$ cat src/rtl/emb_sync_pkg.sv
package emb_sync_pkg;

  localparam int BLK_PER_MB = 32;
  localparam int BLK_W      = $clog2(BLK_PER_MB);

  // Marker closing an extended multiblock, oldest bit in the MSB.
  localparam int          EOEMB_W   = 6;
  localparam logic [5:0]  EOEMB_PAT = 6'b100001;

  // Pilot closing every multiblock, oldest bit in the MSB.
  localparam int          PILOT_W   = 5;
  localparam logic [4:0]  PILOT_PAT = 5'b00001;

  typedef enum logic [1:0] {
    TRK_HUNT  = 2'd0,
    TRK_ALIGN = 2'd1,
    TRK_LOCK  = 2'd2
  } trk_state_t;

endpackage

$ cat src/rtl/emb_sync_hist.sv
module emb_sync_hist
  import emb_sync_pkg::*;
(
  input  logic clk,
  input  logic rst_n,
  input  logic clr,
  input  logic shift_en,
  input  logic bit_in,
  output logic eoemb_hit,
  output logic pilot_hit
);

  localparam int HIST_W = EOEMB_W - 1;

  logic [HIST_W-1:0]  hist_q;
  logic [HIST_W-1:0]  hist_d;
  logic [EOEMB_W-1:0] win;

  // Window of the last six bits, including the one presented now.
  assign win = {hist_q, bit_in};

  always_comb begin
    hist_d = hist_q;
    if (clr) begin
      hist_d = '0;
    end else if (shift_en) begin
      hist_d = win[HIST_W-1:0];
    end
  end

  always_ff @(posedge clk or negedge rst_n) begin
    if (!rst_n) begin
      hist_q <= '0;
    end else begin
      hist_q <= hist_d;
    end
  end

  assign eoemb_hit = (win == EOEMB_PAT);
  assign pilot_hit = (win[PILOT_W-1:0] == PILOT_PAT);

endmodule

$ cat src/rtl/emb_sync_pos.sv
module emb_sync_pos
  import emb_sync_pkg::*;
#(
  parameter int E_W = 4
) (
  input  logic             clk,
  input  logic             rst_n,
  input  logic             clr,
  input  logic             load,
  input  logic             step,
  input  logic [E_W-1:0]   emb_cnt,
  output logic [BLK_W-1:0] blk_q,
  output logic             mb_end_nx,
  output logic             emb_end_nx
);

  localparam logic [BLK_W-1:0] BLK_LAST = BLK_W'(BLK_PER_MB - 1);

  logic [E_W-1:0]   last_mb;
  logic [E_W-1:0]   mb_q;
  logic [E_W-1:0]   mb_d;
  logic [E_W-1:0]   mb_nx;
  logic [BLK_W-1:0] blk_d;
  logic [BLK_W-1:0] blk_nx;

  // A count of zero behaves as one multiblock per extended multiblock.
  assign last_mb = (emb_cnt == '0) ? '0 : (emb_cnt - E_W'(1));

  // Position the next accepted block would take.
  assign blk_nx = blk_q + BLK_W'(1);

  always_comb begin
    mb_nx = mb_q;
    if (blk_q == BLK_LAST) begin
      mb_nx = (mb_q >= last_mb) ? '0 : (mb_q + E_W'(1));
    end
  end

  assign mb_end_nx  = (blk_nx == BLK_LAST);
  assign emb_end_nx = mb_end_nx && (mb_nx >= last_mb);

  always_comb begin
    blk_d = blk_q;
    mb_d  = mb_q;
    if (clr) begin
      blk_d = '0;
      mb_d  = '0;
    end else if (load) begin
      blk_d = BLK_LAST;
      mb_d  = last_mb;
    end else if (step) begin
      blk_d = blk_nx;
      mb_d  = mb_nx;
    end
  end

  always_ff @(posedge clk or negedge rst_n) begin
    if (!rst_n) begin
      blk_q <= '0;
      mb_q  <= '0;
    end else begin
      blk_q <= blk_d;
      mb_q  <= mb_d;
    end
  end

endmodule

$ cat src/rtl/emb_sync_fsm.sv
module emb_sync_fsm
  import emb_sync_pkg::*;
#(
  parameter int LOCK_CNT = 4
) (
  input  logic clk,
  input  logic rst_n,
  input  logic sh_lock,
  input  logic bit_vld,
  input  logic eoemb_hit,
  input  logic pilot_hit,
  input  logic mb_end_nx,
  input  logic emb_end_nx,
  output logic hist_clr,
  output logic hist_shift,
  output logic pos_clr,
  output logic pos_load,
  output logic pos_step,
  output logic lock_q,
  output logic eomb_q,
  output logic eoemb_q
);

  localparam int GOOD_W = $clog2(LOCK_CNT + 1);
  localparam logic [GOOD_W-1:0] GOOD_LAST = GOOD_W'(LOCK_CNT - 1);

  trk_state_t       st_q, st_d;
  logic [GOOD_W-1:0] good_q, good_d;
  logic             lock_d, eomb_d, eoemb_d;
  logic             chk_ok;

  assign hist_clr   = !sh_lock;
  assign hist_shift = sh_lock && bit_vld;
  assign chk_ok     = emb_end_nx ? eoemb_hit : pilot_hit;

  always_comb begin
    st_d     = st_q;
    good_d   = good_q;
    lock_d   = lock_q;
    eomb_d   = 1'b0;
    eoemb_d  = 1'b0;
    pos_clr  = 1'b0;
    pos_load = 1'b0;
    pos_step = 1'b0;
    if (!sh_lock) begin
      st_d    = TRK_HUNT;
      good_d  = '0;
      lock_d  = 1'b0;
      pos_clr = 1'b1;
    end else if (bit_vld) begin
      case (st_q)
        TRK_HUNT: begin
          if (eoemb_hit) begin
            st_d     = TRK_ALIGN;
            good_d   = GOOD_W'(1);
            pos_load = 1'b1;
            eomb_d   = 1'b1;
            eoemb_d  = 1'b1;
            if (LOCK_CNT <= 1) begin
              st_d   = TRK_LOCK;
              lock_d = 1'b1;
            end
          end
        end
        default: begin
          if (mb_end_nx && !chk_ok) begin
            st_d    = TRK_HUNT;
            good_d  = '0;
            lock_d  = 1'b0;
            pos_clr = 1'b1;
          end else begin
            pos_step = 1'b1;
            if (mb_end_nx) begin
              eomb_d  = 1'b1;
              eoemb_d = emb_end_nx;
              if (emb_end_nx && (st_q == TRK_ALIGN)) begin
                if (good_q >= GOOD_LAST) begin
                  st_d   = TRK_LOCK;
                  lock_d = 1'b1;
                end else begin
                  good_d = good_q + GOOD_W'(1);
                end
              end
            end
          end
        end
      endcase
    end
  end

  always_ff @(posedge clk or negedge rst_n) begin
    if (!rst_n) begin
      st_q    <= TRK_HUNT;
      good_q  <= '0;
      lock_q  <= 1'b0;
      eomb_q  <= 1'b0;
      eoemb_q <= 1'b0;
    end else begin
      st_q    <= st_d;
      good_q  <= good_d;
      lock_q  <= lock_d;
      eomb_q  <= eomb_d;
      eoemb_q <= eoemb_d;
    end
  end

endmodule

$ cat src/rtl/emb_sync_tracker.sv
module emb_sync_tracker
  import emb_sync_pkg::*;
#(
  parameter int E_W      = 4,
  parameter int LOCK_CNT = 4
) (
  input  logic             clk,
  input  logic             rst_n,
  input  logic             sh_lock,
  input  logic             bit_vld,
  input  logic             sync_bit,
  input  logic [E_W-1:0]   emb_count,
  output logic             emb_lock,
  output logic             eomb_stb,
  output logic             eoemb_stb,
  output logic [BLK_W-1:0] blk_idx
);

  logic eoemb_hit, pilot_hit;
  logic mb_end_nx, emb_end_nx;
  logic hist_clr, hist_shift;
  logic pos_clr, pos_load, pos_step;
  logic lock_q, eomb_q, eoemb_q;
  logic [BLK_W-1:0] blk_q;

  emb_sync_hist u_hist (
    .clk       (clk),
    .rst_n     (rst_n),
    .clr       (hist_clr),
    .shift_en  (hist_shift),
    .bit_in    (sync_bit),
    .eoemb_hit (eoemb_hit),
    .pilot_hit (pilot_hit)
  );

  emb_sync_pos #(.E_W(E_W)) u_pos (
    .clk        (clk),
    .rst_n      (rst_n),
    .clr        (pos_clr),
    .load       (pos_load),
    .step       (pos_step),
    .emb_cnt    (emb_count),
    .blk_q      (blk_q),
    .mb_end_nx  (mb_end_nx),
    .emb_end_nx (emb_end_nx)
  );

  emb_sync_fsm #(.LOCK_CNT(LOCK_CNT)) u_fsm (
    .clk        (clk),
    .rst_n      (rst_n),
    .sh_lock    (sh_lock),
    .bit_vld    (bit_vld),
    .eoemb_hit  (eoemb_hit),
    .pilot_hit  (pilot_hit),
    .mb_end_nx  (mb_end_nx),
    .emb_end_nx (emb_end_nx),
    .hist_clr   (hist_clr),
    .hist_shift (hist_shift),
    .pos_clr    (pos_clr),
    .pos_load   (pos_load),
    .pos_step   (pos_step),
    .lock_q     (lock_q),
    .eomb_q     (eomb_q),
    .eoemb_q    (eoemb_q)
  );

  // Lock is withdrawn in the same cycle the header lock falls.
  assign emb_lock  = lock_q && sh_lock;
  assign eomb_stb  = eomb_q;
  assign eoemb_stb = eoemb_q;
  assign blk_idx   = blk_q;

endmodule

$ cat config.mk
export PLATFORM = sky130hd
export DESIGN_NAME = emb_sync_tracker
export DESIGN_NICKNAME = d
export VERILOG_FILES = /design/src/rtl/emb_sync_pkg.sv /design/src/rtl/emb_sync_hist.sv /design/src/rtl/emb_sync_pos.sv /design/src/rtl/emb_sync_fsm.sv /design/src/rtl/emb_sync_tracker.sv
export SDC_FILE = /design/constraint.sdc
export NUM_CORES = 1
export LEC_CHECK = 0
export BUFFER_PORTS_ARGS = -buffer_cell sky130_fd_sc_hd__buf_4
export CAP_MARGIN = 20
export CORE_MARGIN = 3
export CORE_UTILIZATION = 40
export DETAILED_ROUTE_END_ITERATION = 8
export GPL_TIMING_DRIVEN = 0
export MAX_ROUTING_LAYER = met4
export PLACE_DENSITY = 0.62
export SLEW_MARGIN = 20
export SYNTH_ARGS = -nofsm -noshare
export SYNTH_HDL_FRONTEND = slang
export SYNTH_HIERARCHICAL = 1
export SYNTH_SLANG_ARGS = --single-unit
$ cat constraint.sdc
create_clock -name clk -period 4.12 [get_ports clk]
set_input_delay 0.412 -clock clk [delete_from_list [all_inputs] [get_ports clk]]
set_output_delay 0.412 -clock clk [all_outputs]
set_load 0.01 [all_outputs]
# == After elaboration in Yosys (flattened, before gate mapping) ==
# Cells that the tools add are included.
# W data, S select, Z words.
# totals
ff_bits,22
in_bits,9
out_inout_bits,8
# classes
n_addsub,4
magnitude_cmp,3
n_eq_ne,16
mux,57
n_reduce_logical,12
# op_table
op,count
$mux W1,30
$mux W5,5
$mux W3,8
$mux W4,6
$mux W2,8
$reduce_and A5 Y1,3
$ne A4 B1 Y1 const B,3
$eq A5 B5 Y1 const B,2
$ne A3 B1 Y1 const B,3
$ge A4 B4 Y1,2
$eq A6 B6 Y1 const B,1
$add A5 B1 Y5 const B,1
$eq A5 B1 Y1 const B,1
$logic_and A1 B1 Y1,5
$add A4 B1 Y4 const B,1
$logic_not A4 Y1,1
$ne A2 B1 Y1 const B,2
$ne A4 B3 Y1 const B,1
$sub A4 B1 Y4 const B,1
$add A3 B1 Y3 const B,1
$ge A3 B2 Y1 const B,1
$ne A3 B2 Y1 const B,1
$reduce_bool A3 Y1,1
$eq A2 B1 Y1 const B,1
other kinds (3),3

# == Depth between registers and ports, before layout ==
# depth
depth_word,17
mapped_depth,24
ltp_nobuf,23

# == By module ==
# The synthesis kept the hierarchy.
# modules_own_cells
mod,n_inst,cells_per_inst,area_per_inst_um2,seq_area_each_um2
emb_sync_pos,1,104,860.8,225.2
emb_sync_fsm,1,53,496.7,200.2
emb_sync_hist,1,19,224.0,125.1
emb_sync_tracker,1,1,6.3,0.0

# == Least setup slack after synthesis ==
# No wires, ideal clock.
# synth_path
kind,in2reg
startpoint,input emb_count[1]
endpoint,register u_pos.mb_q[3]
setup_time_ns,0.141
arrival_time_ns,4.251
required_time_ns,3.979
path_slack_ns,-0.272
stages,23
n_path_buf,1
path_cell_list,or2_2 a21oi_1 ha_1 a21oi_2 o21ai_2 a21oi_2 nand2_1 mux2_2 ha_1 nand2b_1 a21o_1 a21o_1 a21oi_1 nor3_1 mux2i_1 nand2_1 and3_1 buf_2 nand2_1 nor3_1 a21o_1 a221oi_1 a211oi_1
# synth_via
elab_chain_cells,15
# synth_lines
element,line,source
start: declaration,emb_sync_tracker.sv:12,"input logic [E_W-1:0] emb_count,"
$sub A4 B1 Y4 / $logic_not A4 Y1 (equally long branches),emb_sync_pos.sv:27,assign last_mb = (emb_cnt == '0) ? '0 : (emb_cnt - E_W'(1));
$mux W4 (*),emb_sync_pos.sv:27,
$ge A4 B4 Y1,emb_sync_pos.sv:35,mb_nx = (mb_q >= last_mb) ? '0 : (mb_q + E_W'(1));
$mux W4,emb_sync_pos.sv:35,
$mux W4,emb_sync_pos.sv:34,if (blk_q == BLK_LAST) begin
$ge A4 B4 Y1 (*),emb_sync_pos.sv:40,assign emb_end_nx = mb_end_nx && (mb_nx >= last_mb);
$logic_and A1 B1 Y1 (*),emb_sync_pos.sv:40,
via emb_end_nx,emb_sync_tracker.sv:20,"logic mb_end_nx, emb_end_nx;"
$mux W1 (*),emb_sync_fsm.sv:34,assign chk_ok = emb_end_nx ? eoemb_hit : pilot_hit;
$logic_not A1 Y1 (*),emb_sync_fsm.sv:66,if (mb_end_nx && !chk_ok) begin
$logic_and A1 B1 Y1 (*),emb_sync_fsm.sv:66,
$mux W1 (*),emb_sync_fsm.sv:66,
$mux W1 (*),emb_sync_fsm.sv:51,case (st_q)
$mux W1 (*),emb_sync_fsm.sv:50,end else if (bit_vld) begin
$mux W1 (*),emb_sync_fsm.sv:45,if (!sh_lock) begin
via pos_step,emb_sync_tracker.sv:22,"logic pos_clr, pos_load, pos_step;"
$reduce_bool A3 Y1 (no source line) (*),n/a,
end signal: assignment,emb_sync_pos.sv:63,mb_q <= mb_d;
end: declaration,emb_sync_pos.sv:20,logic [E_W-1:0] mb_q;
# Mark *: on every way through the listed nets, which the timed path passes. The rest lies on a longest branch. The select of a mux whose other input is x is not followed.
# A chain may end at the register's enable or synchronous reset.

# == Worst setup path after layout ==
# layout_path
startpoint,input emb_count[0]
endpoint,register u_pos.mb_q[3]
# The elaborated chain is that of the path after synthesis.

==> metrics.md <==
| Metric | Value |
|---|---|
| Largest net degree at the start of global routing | 23 |
| Fin worst setup slack | roughly 0.11 ns |
| Req. time, crit path | roughly 4.3 ns |
| Most used routing layer | met2 |
| FF-to-FF path depth | 21 |
| Vias in the first global route | about 1,400 |
| Crit path cell chain | buf_6, or2_4, a21oi_4, ha_4, a21oi_4, o21ai_4, a21oi_4, nand2_2, mux2_4, ha_4, nand2b_1, a21o_1, a21o_1, a21oi_2, nor3_4, mux2i_1, nand2_1, and3_4, nand2_8, nor3_1, a21o_1, a221oi_2, a211oi_2 |
| Async S/R FF share, synth | 100.0% |
| GR Overflow Total | 0 |
| Grt met2 use | between 20% and 30% |
| GRT met1 Usage | a little under a fifth |
| Root Buffer Master | clkbuf_8 |
| Fin crit period | around 4 ns |
| Slew Limit Headroom | between 60% and 70% |
| Crit Path Max Fanout | 8 |
| CTS tree | done |
| Pleak | about 0.95 nW |
| DR vias/cell | approximately 5.6 |
| Initial antenna violation count | 0 |
| Core box area | roughly 3700 sq um |
| Multi-input gate area | around 1200 sq um |
| DR iter-0 viols | 63 |
| EDFF count, synth | 0 |
| Final wirelength | between 3000 and 4000 um |
| Share of the synthesized area in the top cell type | between 30% and 40% |
| Clock power share | around a third |
| Comb power frac | between 15 and 20% |
| Fin Hold WS | roughly 0.021 ns |
| Crit-path max cell delay | ~0.30 ns |
| Sequential fraction of design power | 52.3% |
| Setup slack at placement | -0.5659 ns |
| Sequential standard cell area | ~550 sq um |
| Placed Cells | around 240 |
| Top_reg_cell synth | dfrtp_1 |
| Tcrit/Tclk final | between 90% and 100% |
| Worst min path class | in2async |
| Crit path DAT | between 4 and 5 ns |
| M3 GR Usage | 2.187% |
| Yosys cell types | 49 |
| Max Transition Viols Final | 0 |
| P_sw | 103.9 uW |
| Num rows | 22 |
| Layout cells sized above 1 | a little under a third |
| Cell taking the most area after synthesis | dfrtp_1 |
| Least-Margin Pin Slew | roughly 0.48 ns |
| Yosys warns | 6 |
| Post-synthesis cell area | 1588 sq um |
| Tot GR Track Use | about 16% |
| Commonest cells post-synth | nor2_1 (25), dfrtp_1 (22), nand2_1 (15), ha_1 (14), a21oi_1 (12) |
| Final Util | between 50 and 60% |
| Clock Pin Slew Worst Setup and Hold Paths | 0.08 ns |
| Antenna Violating Nets Remaining | 0 |
| CTS buffer count | 3 |
| Post-Syn Instances | 177 |
| Hpwl dp | 2599 um |
| PD cells | 202.0 nW/um^2 |
| GP Congestion | around 0.87 |
| CP Capture Type | register |
| IO buf count | 16 |
| Slowest stage cell, crit path | mux2i_1 |
| Clock sinks | 22 |
| Residual DRC | 0 |
| Initial Utilization | a little over two fifths |
| DRT Pass-1 Iters | 4 |
| Top-count cell post-synth | nor2_1 |
| Clock Latency Late Sink | around 0.26 ns |
| Post-synthesis sequential area ratio | a little over a third |
| Clock Skew | around 0.0032 ns |
| Tot Pwr | slightly above 400 uW |
| FF-to-FF setup slack | 0.25 ns |
| Top post-synthesis cells by area | dfrtp_1 (35%), ha_1 (11%), nor2_1 (5.9%) |
| Die Ht | slightly below 70 um |
| Die area | about 4800 sq um |
| Layout Cells excl Fill | ~250 |
| Power Internal | just over 300 uW |
| Placed instance area | ~1800 sq um |
| VDD IR max | between 0.0001 and 0.00015 V |
| Critical Path Start Type | primary input |
| Number of synthesized register bits | 22 |
| First-pass GRT wire length | a little over 6000 um |
| Critical path type | in2reg |
| N_diodes | 0 |
| Area delta synth->final | 29.31% |
| Via count | roughly 1,400 |
| Status | finished clean |
| WP buf/inv | 1 |
| Final Hold Fails | 0 |
| Top cell family by delay on the critical path | compound AO/OA/AOI/OAI gates |
| Final setup viols | 0 |
| RR Endpoint | u_pos/mb_q[3]$_DFFE_PN0P_ |
| R2r startpoint | u_pos/mb_q[0]$_DFFE_PN0P_ |
| Number of buffers on the longest clock path | 2 |
| Nets | 230 |
| Syn nets | 200 |
| Total negative slack | 0 ns |
| Avg WL per Cell | ~15 um |
| Switching Fraction | 25.06% |
| Post-synthesis area per instance | 8.970 sq um |
| IO Count | 17 |
| Max_cap viols | 0 |
| Die X | a little under 70 um |
| Layout fillers | between 300 and 400 |
| Max Freq | 249.6 MHz |
| H-tree levels | 1 |
| CTS Hold Bufs | 0 |
| Post-Layout Inst Area | between 2000 and 2500 sq um |
==> placed cells by master (no fill, tap or decap), types with 4 or more instances in the layout <==
cell / instances
a21o_1: 4
a21oi_1: 9
buf_4: 23
dfrtp_1: 22
ha_1: 10
inv_1: 7
mux2i_1: 7
nand2_1: 11
nand3_1: 8
nor2_1: 24
o21ai_0: 4
==> area by class of cell <==
class | instances | share of cell area (%)
buffer | 3 | 0.9141
clock buffer | 3 | 2.011
inverter | 7 | 1.280
multi-input combinational | 144 | 56.31
sequential | 22 | 26.81
tap | 48 | 2.925
timing repair buffer | 26 | 9.750
==> worst max-delay path by stage <==
stage | start | to | slack [ns] | cells after the start
final | emb_count[0] | u_pos/mb_q[3]$_DFFE_PN0P_ | 0.11 | 23
after CTS | emb_count[1] | u_pos/mb_q[3]$_DFFE_PN0P_ | -0.02 | 24
after global placement | emb_count[1] | u_pos/mb_q[3]$_DFFE_PN0P_ | -0.48 | 24
after floorplan | emb_count[1] | u_pos/mb_q[3]$_DFFE_PN0P_ | 0.02 | 23
after detailed placement | emb_count[1] | u_pos/mb_q[3]$_DFFE_PN0P_ | -0.57 | 24
after global routing | emb_count[0] | u_pos/mb_q[3]$_DFFE_PN0P_ | -0.09 | 23
==> routing by layer <==
| metal | vias to the layer above | wire length, um |
|---|---|---|
| met5 | - | 0 |
| met4 | 0 | 124 |
| met3 | 11 | 150 |
| met2 | 38 | 1930 |
| met1 | 685 | 1540 |
| li1 | 695 | - |
==> power by group through the flow <==
stage          logic (mW)  registers, mW  clock network, mW
2_1_floorplan      0.0264          0.221                  0
3_3_place_gp       0.0452          0.221                  0
3_5_place_dp       0.0467          0.221                  0
4_1_cts            0.0545          0.217              0.140
5_1_grt            0.0714          0.217              0.147
6_report           0.0652          0.217              0.133
==> flip-flops by register name, summed over array words and instances (netlist names) <==
| signal | flops |
|---|---|
| u_pos/blk_q | 5 |
| u_fsm/eomb_q | 1 |
| u_fsm/good_q | 3 |
| u_hist/hist_q | 5 |
| u_pos/mb_q | 4 |
| u_fsm/lock_q | 1 |
| u_fsm/st_q | 2 |
| u_fsm/eoemb_q | 1 |
==> logic make-up (layout without fill, tap and decap cells) <==
| family | Yosys count | after routing | share of synthesized area [%] |
|---|---|---|---|
| AOI/OAI and AO/OA | 41 | 41 | 18.91 |
| xor gates and xnor gates | 5 | 5 | 2.759 |
| adders and majority gates | 14 | 14 | 11.03 |
| buffers and inverters | 11 | 39 | 2.679 |
| DFF | 22 | 22 | 34.67 |
| muxes | 9 | 9 | 5.831 |
| and+or+nand+nor | 75 | 75 | 24.12 |
==> repair_timing <==
action                                  4_1_cts  5_1_grt
endpoints found under the setup margin        5       14
pin swaps                                     1       12
resized for setup                             3       25
cloned                                        0        1
hold endpoints to repair                      0        0
setup buffers                                 6        4
Power figures use the tool's default switching activity.
